--- config.mk ---
export PLATFORM = sky130hd
export DESIGN_NAME = pwr_mode_ctrl
export DESIGN_NICKNAME = d
export VERILOG_FILES = /design/src/rtl/pmc_pkg.sv /design/src/rtl/pmc_ctlreg.sv /design/src/rtl/pmc_sysdiv.sv /design/src/rtl/pmc_brgdiv.sv /design/src/rtl/pmc_lowpower.sv /design/src/rtl/pwr_mode_ctrl.sv
export SDC_FILE = /design/constraint.sdc
export NUM_CORES = 1
export LEC_CHECK = 0
export ABC_AREA = 1
export BUFFER_PORTS_ARGS = -buffer_cell sky130_fd_sc_hd__buf_2
export CAP_MARGIN = 15
export CORE_MARGIN = 2
export CORE_UTILIZATION = 38
export CTS_CLUSTER_SIZE = 24
export DETAILED_ROUTE_END_ITERATION = 10
export GPL_ROUTABILITY_DRIVEN = 0
export GPL_TIMING_DRIVEN = 0
export RECOVER_POWER = 25
export SYNTH_ARGS = -nofsm -noshare
export SYNTH_HDL_FRONTEND = slang
export SYNTH_SLANG_ARGS = --single-unit
--- constraint.sdc ---
create_clock -name clk -period 1.76 [get_ports clk]
set_input_delay 0.176 -clock clk [delete_from_list [all_inputs] [get_ports clk]]
set_output_delay 0.176 -clock clk [all_outputs]
set_load 0.01 [all_outputs]
--- src/rtl/pmc_pkg.sv ---
package pmc_pkg;
  localparam int DF_W  = 4;
  localparam int CNT_W = (1 << DF_W) - 1;

  typedef enum logic [1:0] {
    LP_RUN     = 2'd0,
    LP_STANDBY = 2'd1,
    LP_STOP    = 2'd2,
    LP_WAKE    = 2'd3
  } lp_state_t;

  typedef struct packed {
    logic            lock;
    logic [DF_W-1:0] df;
    logic            brg_half;
    logic [1:0]      lpm;
  } ctl_t;

  localparam logic [1:0] LPM_IGNORE  = 2'b00;
  localparam logic [1:0] LPM_STANDBY = 2'b01;
endpackage

--- src/rtl/pmc_ctlreg.sv ---
module pmc_ctlreg
  import pmc_pkg::*;
(
  input  logic       clk,
  input  logic       rst,
  input  logic       sel,
  input  logic       wr,
  input  logic [7:0] wdata,
  output ctl_t       ctl
);
  // The lock bit, once set, blocks any further update until reset.
  always_ff @(posedge clk) begin
    if (rst)
      ctl <= '0;
    else if (sel && wr && !ctl.lock)
      ctl <= ctl_t'(wdata);
  end
endmodule

--- src/rtl/pmc_sysdiv.sv ---
module pmc_sysdiv #(
  parameter int DF_W  = 4,
  parameter int CNT_W = (1 << DF_W) - 1
) (
  input  logic            clk,
  input  logic            rst,
  input  logic [DF_W-1:0] df,
  input  logic            pll_on,
  input  logic            run,
  output logic            sys_ce
);
  logic [CNT_W-1:0] cnt;
  logic [DF_W-1:0]  df_act;
  logic [CNT_W-1:0] mask;
  logic             pulse;

  // Terminal count: the low df_act bits set, the rest clear.
  assign mask  = {CNT_W{1'b1}} >> (CNT_W - int'(df_act));
  assign pulse = (cnt == mask);

  // The counter restarts at every pulse, and the new ratio is loaded only
  // there, so each period is complete at one ratio or the other.
  always_ff @(posedge clk) begin
    if (rst) begin
      cnt    <= '0;
      df_act <= '0;
      sys_ce <= 1'b0;
    end else begin
      if (pulse) begin
        cnt    <= '0;
        df_act <= df;
      end else begin
        cnt <= cnt + 1'b1;
      end
      sys_ce <= run && (pll_on ? pulse : 1'b1);
    end
  end
endmodule

--- src/rtl/pmc_brgdiv.sv ---
module pmc_brgdiv (
  input  logic clk,
  input  logic rst,
  input  logic half,
  output logic brg_ce
);
  logic tog;

  always_ff @(posedge clk) begin
    if (rst) begin
      tog    <= 1'b0;
      brg_ce <= 1'b0;
    end else begin
      tog    <= ~tog;
      brg_ce <= half ? tog : 1'b1;
    end
  end
endmodule

--- src/rtl/pmc_lowpower.sv ---
module pmc_lowpower
  import pmc_pkg::*;
#(
  parameter int WAKE_CYC = 4
) (
  input  logic       clk,
  input  logic       rst,
  input  logic [1:0] lpm,
  input  logic       stop_req,
  input  logic       wake,
  output logic       run,
  output logic       standby,
  output logic       stopped
);
  localparam int WC_W = $clog2(WAKE_CYC + 1);
  localparam logic [WC_W-1:0] WC_LAST = WC_W'(WAKE_CYC - 1);

  lp_state_t       st;
  logic [WC_W-1:0] wc;

  always_ff @(posedge clk) begin
    if (rst) begin
      st <= LP_RUN;
      wc <= '0;
    end else begin
      unique case (st)
        LP_RUN: begin
          if (stop_req) begin
            if (lpm == LPM_STANDBY)
              st <= LP_STANDBY;
            else if (lpm != LPM_IGNORE)
              st <= LP_STOP;
          end
        end
        LP_STANDBY, LP_STOP: begin
          if (wake) begin
            st <= LP_WAKE;
            wc <= '0;
          end
        end
        LP_WAKE: begin
          if (wc == WC_LAST)
            st <= LP_RUN;
          else
            wc <= wc + 1'b1;
        end
        default: st <= LP_RUN;
      endcase
    end
  end

  assign run     = (st == LP_RUN);
  assign standby = (st == LP_STANDBY);
  assign stopped = (st == LP_STOP);
endmodule

--- src/rtl/pwr_mode_ctrl.sv ---
module pwr_mode_ctrl
  import pmc_pkg::*;
#(
  parameter int WAKE_CYC = 4
) (
  input  logic       clk,
  input  logic       rst,
  input  logic       reg_sel,
  input  logic       reg_wr,
  input  logic [7:0] reg_wdata,
  output logic [7:0] reg_rdata,
  input  logic       pll_on,
  input  logic       stop_req,
  input  logic       wake,
  output logic       sys_ce,
  output logic       brg_ce,
  output logic       standby,
  output logic       stopped
);
  ctl_t ctl;
  logic run_w;

  pmc_ctlreg u_reg (
    .clk   (clk),
    .rst   (rst),
    .sel   (reg_sel),
    .wr    (reg_wr),
    .wdata (reg_wdata),
    .ctl   (ctl)
  );

  pmc_lowpower #(.WAKE_CYC(WAKE_CYC)) u_lp (
    .clk      (clk),
    .rst      (rst),
    .lpm      (ctl.lpm),
    .stop_req (stop_req),
    .wake     (wake),
    .run      (run_w),
    .standby  (standby),
    .stopped  (stopped)
  );

  pmc_sysdiv #(.DF_W(DF_W), .CNT_W(CNT_W)) u_sys (
    .clk    (clk),
    .rst    (rst),
    .df     (ctl.df),
    .pll_on (pll_on),
    .run    (run_w),
    .sys_ce (sys_ce)
  );

  pmc_brgdiv u_brg (
    .clk    (clk),
    .rst    (rst),
    .half   (ctl.brg_half),
    .brg_ce (brg_ce)
  );

  assign reg_rdata = ctl;
endmodule

==> flow_summary.yaml, run 1 <==
die:
  core_region_area_um2: 5110
  ioPinCount: 27
  rows: 26
  die-width_um: 76.7
  die_h_um: 76.7
  die_area_um2: 5890
  initial_core_util: 0.393
setup_path:
  worstPathRequired_ns: 1.95
  ff2ff_path_depth: 12
  worstPathArrival_ns: 1.92
  cp-start-kind: "register"
  timing.rr.end: "u_sys.cnt[8]"
  worst-setup-path-type: "register to register"
  cp_max_fo: 8
  crit_end: "u_sys.cnt[8]"
  crit_start: "u_sys.df_act[3]"
  critPathCaptureType: "register"
  ff2ff_setup_slack_ns: 0.03
  reg2reg_from: "u_sys.df_act[3]"
yosys:
  syn_avg_cell_area_um2: 6.57
  ys_seq_area_frac: 0.349
  syn_area_um2: 2010
  synth_fp_nets: 329
  synthCells: 306
  synth_cell_types: 27
  ys_warn_count: 0
  synth_seq_cells: 35
timing:
  grt_setup_unrepaired: "true"
  timing.final.ws_setup_ns: 0.0315
  skew_ns: 0.00979
  setup_viol: 0
  slew_headroom: 0.681
  finalCritPeriodShare: 0.982
  final_hold_viol_count: 0
  fmax_mhz: 579
  whs_ns: 0.0535
  worst_pin_slew_ns: 0.478
  finalCriticalPeriod_ns: 1.73
  maxSlewViolCount: 0
place:
  dp_hpwl_um: 3240
  dp_slack_ns: -0.174
  placed_cell_area_um2: 2220
  post-place-cells: 401
  portBuffers: 25
detailed_routing:
  postRouteAntennaNets: 0
  wl_um: 4580
  drt_iter0_drc: 103
  vias_per_cell: 4.62
  firstDrtPassIters: 4
  num_vias: 1927
  drc: 0
  wl_per_cell_um: 11.0
cts:
  clkSinkCount: 35
  cts_hold_buf: 0
  clock_path_buffers: 2
  numCtsBuffers: 5
  clock_latency_ns: 0.29
  cts_tree: "built"
  clk_pin_slew_ns: 0.08
  h-tree-depth: 2
  root_buffer: "clkbuf_8"
global_route:
  grt-ovfl-total: 0
  antenna_found_initial: 0
  grt_pass1_wl_um: 7490
  grt_max_degree: 13
  grt_pass1_vias: 1781
  track_usage: 0.156
cells_and_area:
  area_growth_pct: 24.7
  fin_cells: 417
  stdcell_area_um2: 2500
  antenna_cells: 0
  finalNetCount: 369
  layout-drive-gt1-share: 0.196
min_path:
  hold_class: "primary input to register"
flow_run:
  maxCapViolCount: 0
power:
  power_density_nw_per_um2: 1520
  p_leak_nw: 1.16
  ir_drop_mv: 0.771
run_status:
  status: "finished, final reports clean"
layout make-up:
cell class / count / area (um2)
plain buffers: 8 / 71.3
clock buffers: 5 / 68.8
clock inverters: 3 / 20.0
fillers: 541 / 2600
inverters: 45 / 171
multi-input cells: 218 / 1170
flip-flops and latches: 35 / 707
well taps: 70 / 87.6
repair buffers: 33 / 211
per-layer routing:
layer  track usage  vias to the layer above  part of all wire
met5             0                        -                 0
met4        0.0636                        0             0.015
met3        0.0400                        7             0.046
met2         0.260                       36              0.45
met1         0.191                      854              0.49
li1              -                     1030                 -
critical path, cell delays in order, from the launching register on:
cell       delay [ns]
dfxtp_4          0.37
buf_8            0.15
inv_4            0.09
nand2_1          0.05
nand2_1          0.08
nand2_1          0.06
nor2_1           0.15
nand3_2          0.13
nor2_4           0.15
nand2_2          0.08
nand2_4          0.13
clkbuf_16        0.15
nor2_1           0.03
kinds of logic after synthesis:
logic type	count (synthesis)	share of synthesized area
flops	35	0.349
compound gates	30	0.0797
fa+ha+maj	8	0.0498
buf+inv	53	0.108
xor+xnor	12	0.0523
simple gates	168	0.362
cell usage after synthesis:
| master | number | share of area |
|---|---|---|
| a211oi_1 | 4 | 0.015 |
| buf_2 | 2 | 0.0050 |
| nor2_4 | 2 | 0.011 |
| nor2_2 | 2 | 0.0062 |
| nand3_2 | 1 | 0.0050 |
| o21ai_1 | 2 | 0.0050 |
| nand3_1 | 28 | 0.070 |
| xnor2_1 | 1 | 0.0044 |
| nand2_2 | 1 | 0.0031 |
| dfxtp_1 | 35 | 0.35 |
| or2_2 | 2 | 0.0062 |
| xor2_1 | 11 | 0.048 |
| nand2_4 | 1 | 0.0056 |
| and2_1 | 2 | 0.0062 |
| nand4_1 | 3 | 0.0093 |
| a21oi_1 | 12 | 0.030 |
| buf_6 | 1 | 0.0056 |
| nor2_1 | 50 | 0.093 |
| nand3b_1 | 1 | 0.0037 |
| nand2_1 | 72 | 0.13 |
| o21ai_0 | 12 | 0.030 |
| inv_2 | 2 | 0.0037 |
| buf_4 | 2 | 0.0075 |
| ha_1 | 8 | 0.050 |
| nor3_1 | 3 | 0.0075 |
| inv_1 | 43 | 0.080 |
| clkbuf_1 | 3 | 0.0056 |
cells in the final DEF (no fill, tap or decap), drive strengths merged, types with 4 or more instances in the layout:
cell    instances
ha              8
xor2           11
inv            45
a21oi          12
buf            31
nand3          29
nor2           54
clkbuf         15
nand2          74
o21ai          14
dfxtp          35
a211oi          4
timing repair:
action / in CTS / in global routing
endpoints found under the setup margin: 15 / 19
pin swaps: 1 / 10
gates cloned: 0 / 3
gates resized for setup: 11 / 21
buffers inserted: 1 / 4
worst min path at each step:
stage                 from      endpoint  slack, ns  cells past startpoint
global placement    pll_on  u_sys.sys_ce       0.35                      2
floorplan           pll_on  u_sys.sys_ce       0.27                      1
detailed placement  pll_on  u_sys.sys_ce       0.35                      2
CTS                 pll_on  u_sys.sys_ce       0.05                      2
finish              pll_on  u_sys.sys_ce       0.05                      2
global route        pll_on  u_sys.sys_ce       0.05                      2
registers in the layout, summed over array words and instances (netlist names):
signal	flops
u_brg.tog	1
u_lp.wc	3
u_sys.cnt	15
u_sys.df_act	4
u_sys.sys_ce	1
u_reg.ctl	8
u_brg.brg_ce	1
u_lp.st	2
metrics by stage:
step                      setup TNS, ns  power [mW]  utilization
after floorplan                       0        2.27            -
after global placement            -1.70        2.59        0.435
after detailed placement          -1.74        2.61        0.435
after CTS                             0        3.38        0.460
after global routing             -0.357        4.10        0.490
final                                 0        3.82        0.490
where the power goes:
| group | switching, mW | internal [mW] | total [mW] |
|---|---|---|---|
| registers | 0.112 | 0.923 | 1.03 |
| clock network | 0.313 | 0.275 | 0.588 |
| logic | 1.23 | 0.957 | 2.19 |
No activity file was read; power rests on OpenSTA's default activity.
==> run 2: changes to the inputs <==
CORE_MARGIN = unset   (was 2)
==> run 2 against run 1 <==
  * Fmax is 2.0% higher
  * Highest routed layer unchanged
  * Clock skew increased by 0.0098 ns
  * Wire length increased by 0.68%
  * Final area grew 0.35%
  * Clock power up 27%
==> flow_summary.yaml, run 2 (synthesized netlist as in run 1, its figures left out) <==
run_status:
  status: "finished, final reports clean"
cts:
  clkSinkCount: 35
  numCtsBuffers: 5
  cts_hold_buf: 0
  root_buffer: "clkbuf_8"
  clk_pin_slew_ns: 0.08
  clock_path_buffers: 2
  cts_tree: "built"
  clock_latency_ns: 0.30
  h-tree-depth: 2
die:
  initial_core_util: 0.393
  die-width_um: 74.7
  rows: 26
  die_area_um2: 5580
  core_region_area_um2: 5110
  ioPinCount: 27
  die_h_um: 74.7
setup_path:
  worst-setup-path-type: "register to register"
  worstPathArrival_ns: 1.87
  crit_slowest_cell: "dfxtp_2"
  cp-start-kind: "register"
  worstPathRequired_ns: 1.94
  cp_max_fo: 7
  worst_path_largest_cell_delay_ns: 0.34
  critPathCaptureType: "register"
  cp_top_family: "simple AND/OR/NAND/NOR gates"
  crit_top_cell: "nor2_4"
  path_cells: "buf_6, nor2_4, buf_4, nand3b_1, nand2_1, nand3_2, nor2_4, nand2_2, nand2_4, buf_8, nor2_1"
  crit_buf_inv: 3
cells_and_area:
  final_core_util: 0.492
  layout_common_cells: "69 x nand2_1, 45 x nor2_1, 43 x inv_1, 31 x dfxtp_1, 25 x nand3_1"
  antenna_cells: 0
  layout-drive-gt1-share: 0.192
  largest_register_ffs: 15
  area_growth_pct: 25.1
  top_regs: "u_sys.cnt (15), u_reg.ctl (8), u_sys.df_act (4)"
  regMostFlops: "u_sys.cnt"
  final_common_cell: "nand2_1"
  finalNetCount: 371
timing:
  finalCriticalPeriod_ns: 1.70
  slew_headroom: 0.698
  timing.final.ws_setup_ns: 0.0648
  final_hold_viol_count: 0
  fmax_mhz: 590
  finalCritPeriodShare: 0.963
  skew_ns: 0.0196
  setup_viol: 0
  whs_ns: 0.0605
  maxSlewViolCount: 0
  worst_pin_slew_ns: 0.453
detailed_routing:
  drt_iter0_drc: 52
  vias_per_cell: 4.59
  firstDrtPassIters: 4
  num_vias: 1922
  wl_um: 4610
  wl_met1_um: 2220
  postRouteAntennaNets: 0
  top_layer: "met4"
  wl_met2_um: 2120
  drc: 0
  wl_per_cell_um: 11.0
  wl_met3_um: 199
global_route:
  grt_pass1_vias: 1752
  grt_max_degree: 13
  antenna_found_initial: 0
  grt_pass1_wl_um: 7620
  grt-ovfl-total: 0
  track_usage: 0.180
place:
  dp_hpwl_um: 3250
  portBuffers: 25
  dp_slack_ns: -0.220
flow_run:
  maxCapViolCount: 0
power:
  switchingPower_mw: 1.67
  power_density_nw_per_um2: 1580
  ir_drop_mv: 0.789
  clkPwrFrac: 0.188
  swShare: 0.421
  seqPwrFrac: 0.259
  intPower_mw: 2.29
  comb_power_share: 0.554
  p_leak_nw: 1.16
  finalPower_mw: 3.97
min_path:
  hold_class: "primary input to register"
==> run 2: changes by cell type in the layout (fill, tap and decap cells not counted), sizes merged <==
cell and delta:
bufinv +1, clkbuf +2, clkinv +1, clkinvlp -2
==> run 2: layout make-up <==
class	instances	area, um2
plain buffers	8	71.3
well taps	70	87.6
clock buffers	5	68.8
flip-flops and latches	35	706
fillers	536	2590
inverters	45	171
clock inverters	3	43.8
repair buffers	35	205
multi-input cells	218	1160
==> run 2: per-layer routing <==
layer  vias up  track usage
met5         -            0
met4         0       0.0692
met3         5       0.0415
met2        35        0.291
met1       844        0.234
li1       1038            -
==> run 2: repair_timing <==
item | 4_1_cts | 5_1_grt
setup buffers | 2 | 6
gates resized for setup | 10 | 20
setup endpoints to repair | 15 | 15
pin swaps | 2 | 8
gates cloned | 0 | 2
==> run 2: power groups by stage <==
stage,clock network [mW],logic [mW],registers (mW)
global route,0.792,2.42,1.04
finish,0.745,2.19,1.03
floorplan,0,1.27,1.01
CTS,0.757,1.84,1.00
global placement,0,1.60,1.01
detailed placement,0,1.63,1.01
==> run 2: worst reg2reg max path, delay by kind of cell (launching register included) <==
family | cells | cell delay (ns)
and+or+nand+nor | 8 | 0.82
buffers and inverters | 3 | 0.41
DFF | 1 | 0.34
==> run 2: stage by stage <==
stage	TNS [ns]	cells	area, um2
6_report	0	419	2510
4_1_cts	0	411	2380
3_5_place_dp	-2.36	401	2220
5_1_grt	-0.226	419	2510
3_3_place_gp	-2.45	401	2220
2_1_floorplan	0	306	2010
==> run 2: path summary, 6_finish.rpt <==
path	slack, ns	startpoint	to	depth (start not counted)
setup reg to reg	0.06	u_sys.df_act[2]	u_sys.cnt[4]	11
hold / removal	0.06	pll_on	u_sys.sys_ce	2
setup / recovery	0.06	u_sys.df_act[2]	u_sys.cnt[4]	11
hold reg to reg	0.41	u_brg.tog	u_brg.tog	1
==> run 3: changes to the inputs <==
CORE_UTILIZATION = 39   (was 38)
==> run 3 against run 2 <==
  * Die area fell by 2.5%
  * Core utilization rose by 3.4 points
  * Combinational power rose by 14%
  * Sequential power barely moved
  * Critical endpoint is now u_sys.cnt[5]
  * Largest cell class unchanged
==> flow_summary.yaml, run 3 (synthesized netlist as in run 1, its figures left out) <==
power:
  finalPower_mw: 4.14
  clkPwrFrac: 0.145
  intPower_mw: 2.40
  ir_drop_mv: 1.07
  power_density_nw_per_um2: 1620
  p_leak_nw: 1.18
  comb_power_share: 0.605
  switchingPower_mw: 1.74
  seqPwrFrac: 0.250
  swShare: 0.420
cts:
  root_buffer: "clkbuf_8"
  clock_latency_ns: 0.29
  cts_tree: "built"
  cts_hold_buf: 0
  clock_path_buffers: 2
  clkSinkCount: 35
  h-tree-depth: 2
  numCtsBuffers: 5
  clk_pin_slew_ns: 0.08
global_route:
  grt-ovfl-total: 0
  grt_pass1_vias: 1778
  antenna_found_initial: 0
  track_usage: 0.179
  grt_max_degree: 11
  grt_pass1_wl_um: 7500
setup_path:
  worst_path_largest_cell_delay_ns: 0.33
  worst-setup-path-type: "register to register"
  critPathCaptureType: "register"
  worstPathArrival_ns: 1.89
  cp_top_family: "simple AND/OR/NAND/NOR gates"
  path_cells: "buf_6, nor2_4, nand2_2, nand2_2, and2_4, nand3_2, nor2_4, nand2_4, nand2_8, clkbuf_16, nor2_1"
  crit_buf_inv: 2
  crit_slowest_cell: "dfxtp_2"
  cp-start-kind: "register"
  cp_max_fo: 7
  worstPathRequired_ns: 1.94
place:
  dp_slack_ns: -0.220
  dp_hpwl_um: 3180
  portBuffers: 25
cells_and_area:
  area_growth_pct: 26.8
  top_regs: "u_sys.cnt (15), u_reg.ctl (8), u_sys.df_act (4)"
  fillers: 500
  layout-drive-gt1-share: 0.206
  final_common_cell: "nand2_1"
  largest_register_ffs: 15
  layout_common_cells: "66 x nand2_1, 45 x nor2_1, 43 x inv_1, 32 x dfxtp_1, 26 x nand3_1"
  seq_area_um2: 707
  regMostFlops: "u_sys.cnt"
  finalNetCount: 372
  multi_input_area_um2: 1180
  antenna_cells: 0
timing:
  finalCriticalPeriod_ns: 1.71
  skew_ns: 0.0116
  final_hold_viol_count: 0
  setup_viol: 0
  finalCritPeriodShare: 0.973
  timing.final.ws_setup_ns: 0.0473
  fmax_mhz: 584
  grt_setup_unrepaired: "true"
  maxSlewViolCount: 0
  slew_headroom: 0.687
  worst_pin_slew_ns: 0.470
detailed_routing:
  drc: 0
  vias_per_cell: 4.67
  num_vias: 1943
  drt_iter0_drc: 66
  wl_um: 4640
  firstDrtPassIters: 4
  postRouteAntennaNets: 0
  wl_per_cell_um: 11.2
die:
  initial_core_util: 0.414
  rows: 25
  die_area_um2: 5440
  die-width_um: 73.8
  ioPinCount: 27
  core_region_area_um2: 4850
  die_h_um: 73.8
flow_run:
  maxCapViolCount: 0
min_path:
  hold_class: "primary input to register"
run_status:
  status: "finished, final reports clean"
[run 3: cell types whose count changed in the layout (fill, tap and decap cells not counted), moves of 2 or more]
cell,delta
nand2_2,+2
dfxtp_2,-2
o21ai_1,-2
buf_2,+2
o21ai_2,+2
nand2_1,-3
clkbuf_1,-2
[run 3: worst reg2reg max path, cell delays in order, from the launching register on]
cell and delay, ns:
dfxtp_2 0.33, buf_6 0.14, nor2_4 0.18, nand2_2 0.07
nand2_2 0.07, and2_4 0.13, nand3_2 0.10, nor2_4 0.19
nand2_4 0.09, nand2_8 0.11, clkbuf_16 0.15, nor2_1 0.03
[run 3: layout make-up]
class	instances	area share
multi-input combinational	218	0.464
sequential	35	0.277
timing repair buffer	36	0.0962
inverter	45	0.0673
tap	67	0.0329
clock buffer	6	0.0324
buffer	8	0.0280
clock inverter	1	0.00196
[run 3: repair_timing]
action | CTS | global route
gates cloned | 0 | 3
resized for setup | 10 | 26
buffers inserted | 0 | 8
endpoints found under the setup margin | 15 | 19
pin swaps | 0 | 9
[run 3: power groups by stage]
stage / clock, mW / combinational (mW) / sequential, mW
after detailed placement: 0 / 1.60 / 1.01
after floorplan: 0 / 1.27 / 1.01
final: 0.600 / 2.50 / 1.04
after global placement: 0 / 1.59 / 1.01
after CTS: 0.612 / 1.69 / 1.01
after global routing: 0.653 / 2.78 / 1.05
[run 3: path summary, 6_finish.rpt]
path	startpoint	end	slack, ns	cells after the start
min reg2reg	u_brg.tog	u_brg.tog	0.41	1
min	pll_on	u_sys.sys_ce	0.06	2
max reg2reg	u_sys.df_act[2]	u_sys.cnt[5]	0.05	11
max	u_sys.df_act[2]	u_sys.cnt[5]	0.05	11
[run 3: metrics by stage]
stage	setup TNS (ns)	util	instances	hold WS, ns	cell area [um2]
after floorplan	0	-	306	0.268	2010
after global placement	-1.93	0.458	398	0.355	2220
after detailed placement	-2.37	0.458	398	0.358	2220
after CTS	0	0.482	405	0.0521	2330
after global routing	-0.507	0.526	416	0.0655	2550
final	0	0.526	416	0.0609	2550
[run 3: per-layer routing]
metal  share of wire  routed length [um]  vias to the layer above  GRT usage
met3           0.038                 178                        7     0.0412
met2            0.46                2140                       40      0.298
met5               0                   0                        -          0
li1                -                   -                     1042          -
met4           0.014                  63                        0     0.0641
met1            0.49                2260                      854      0.226
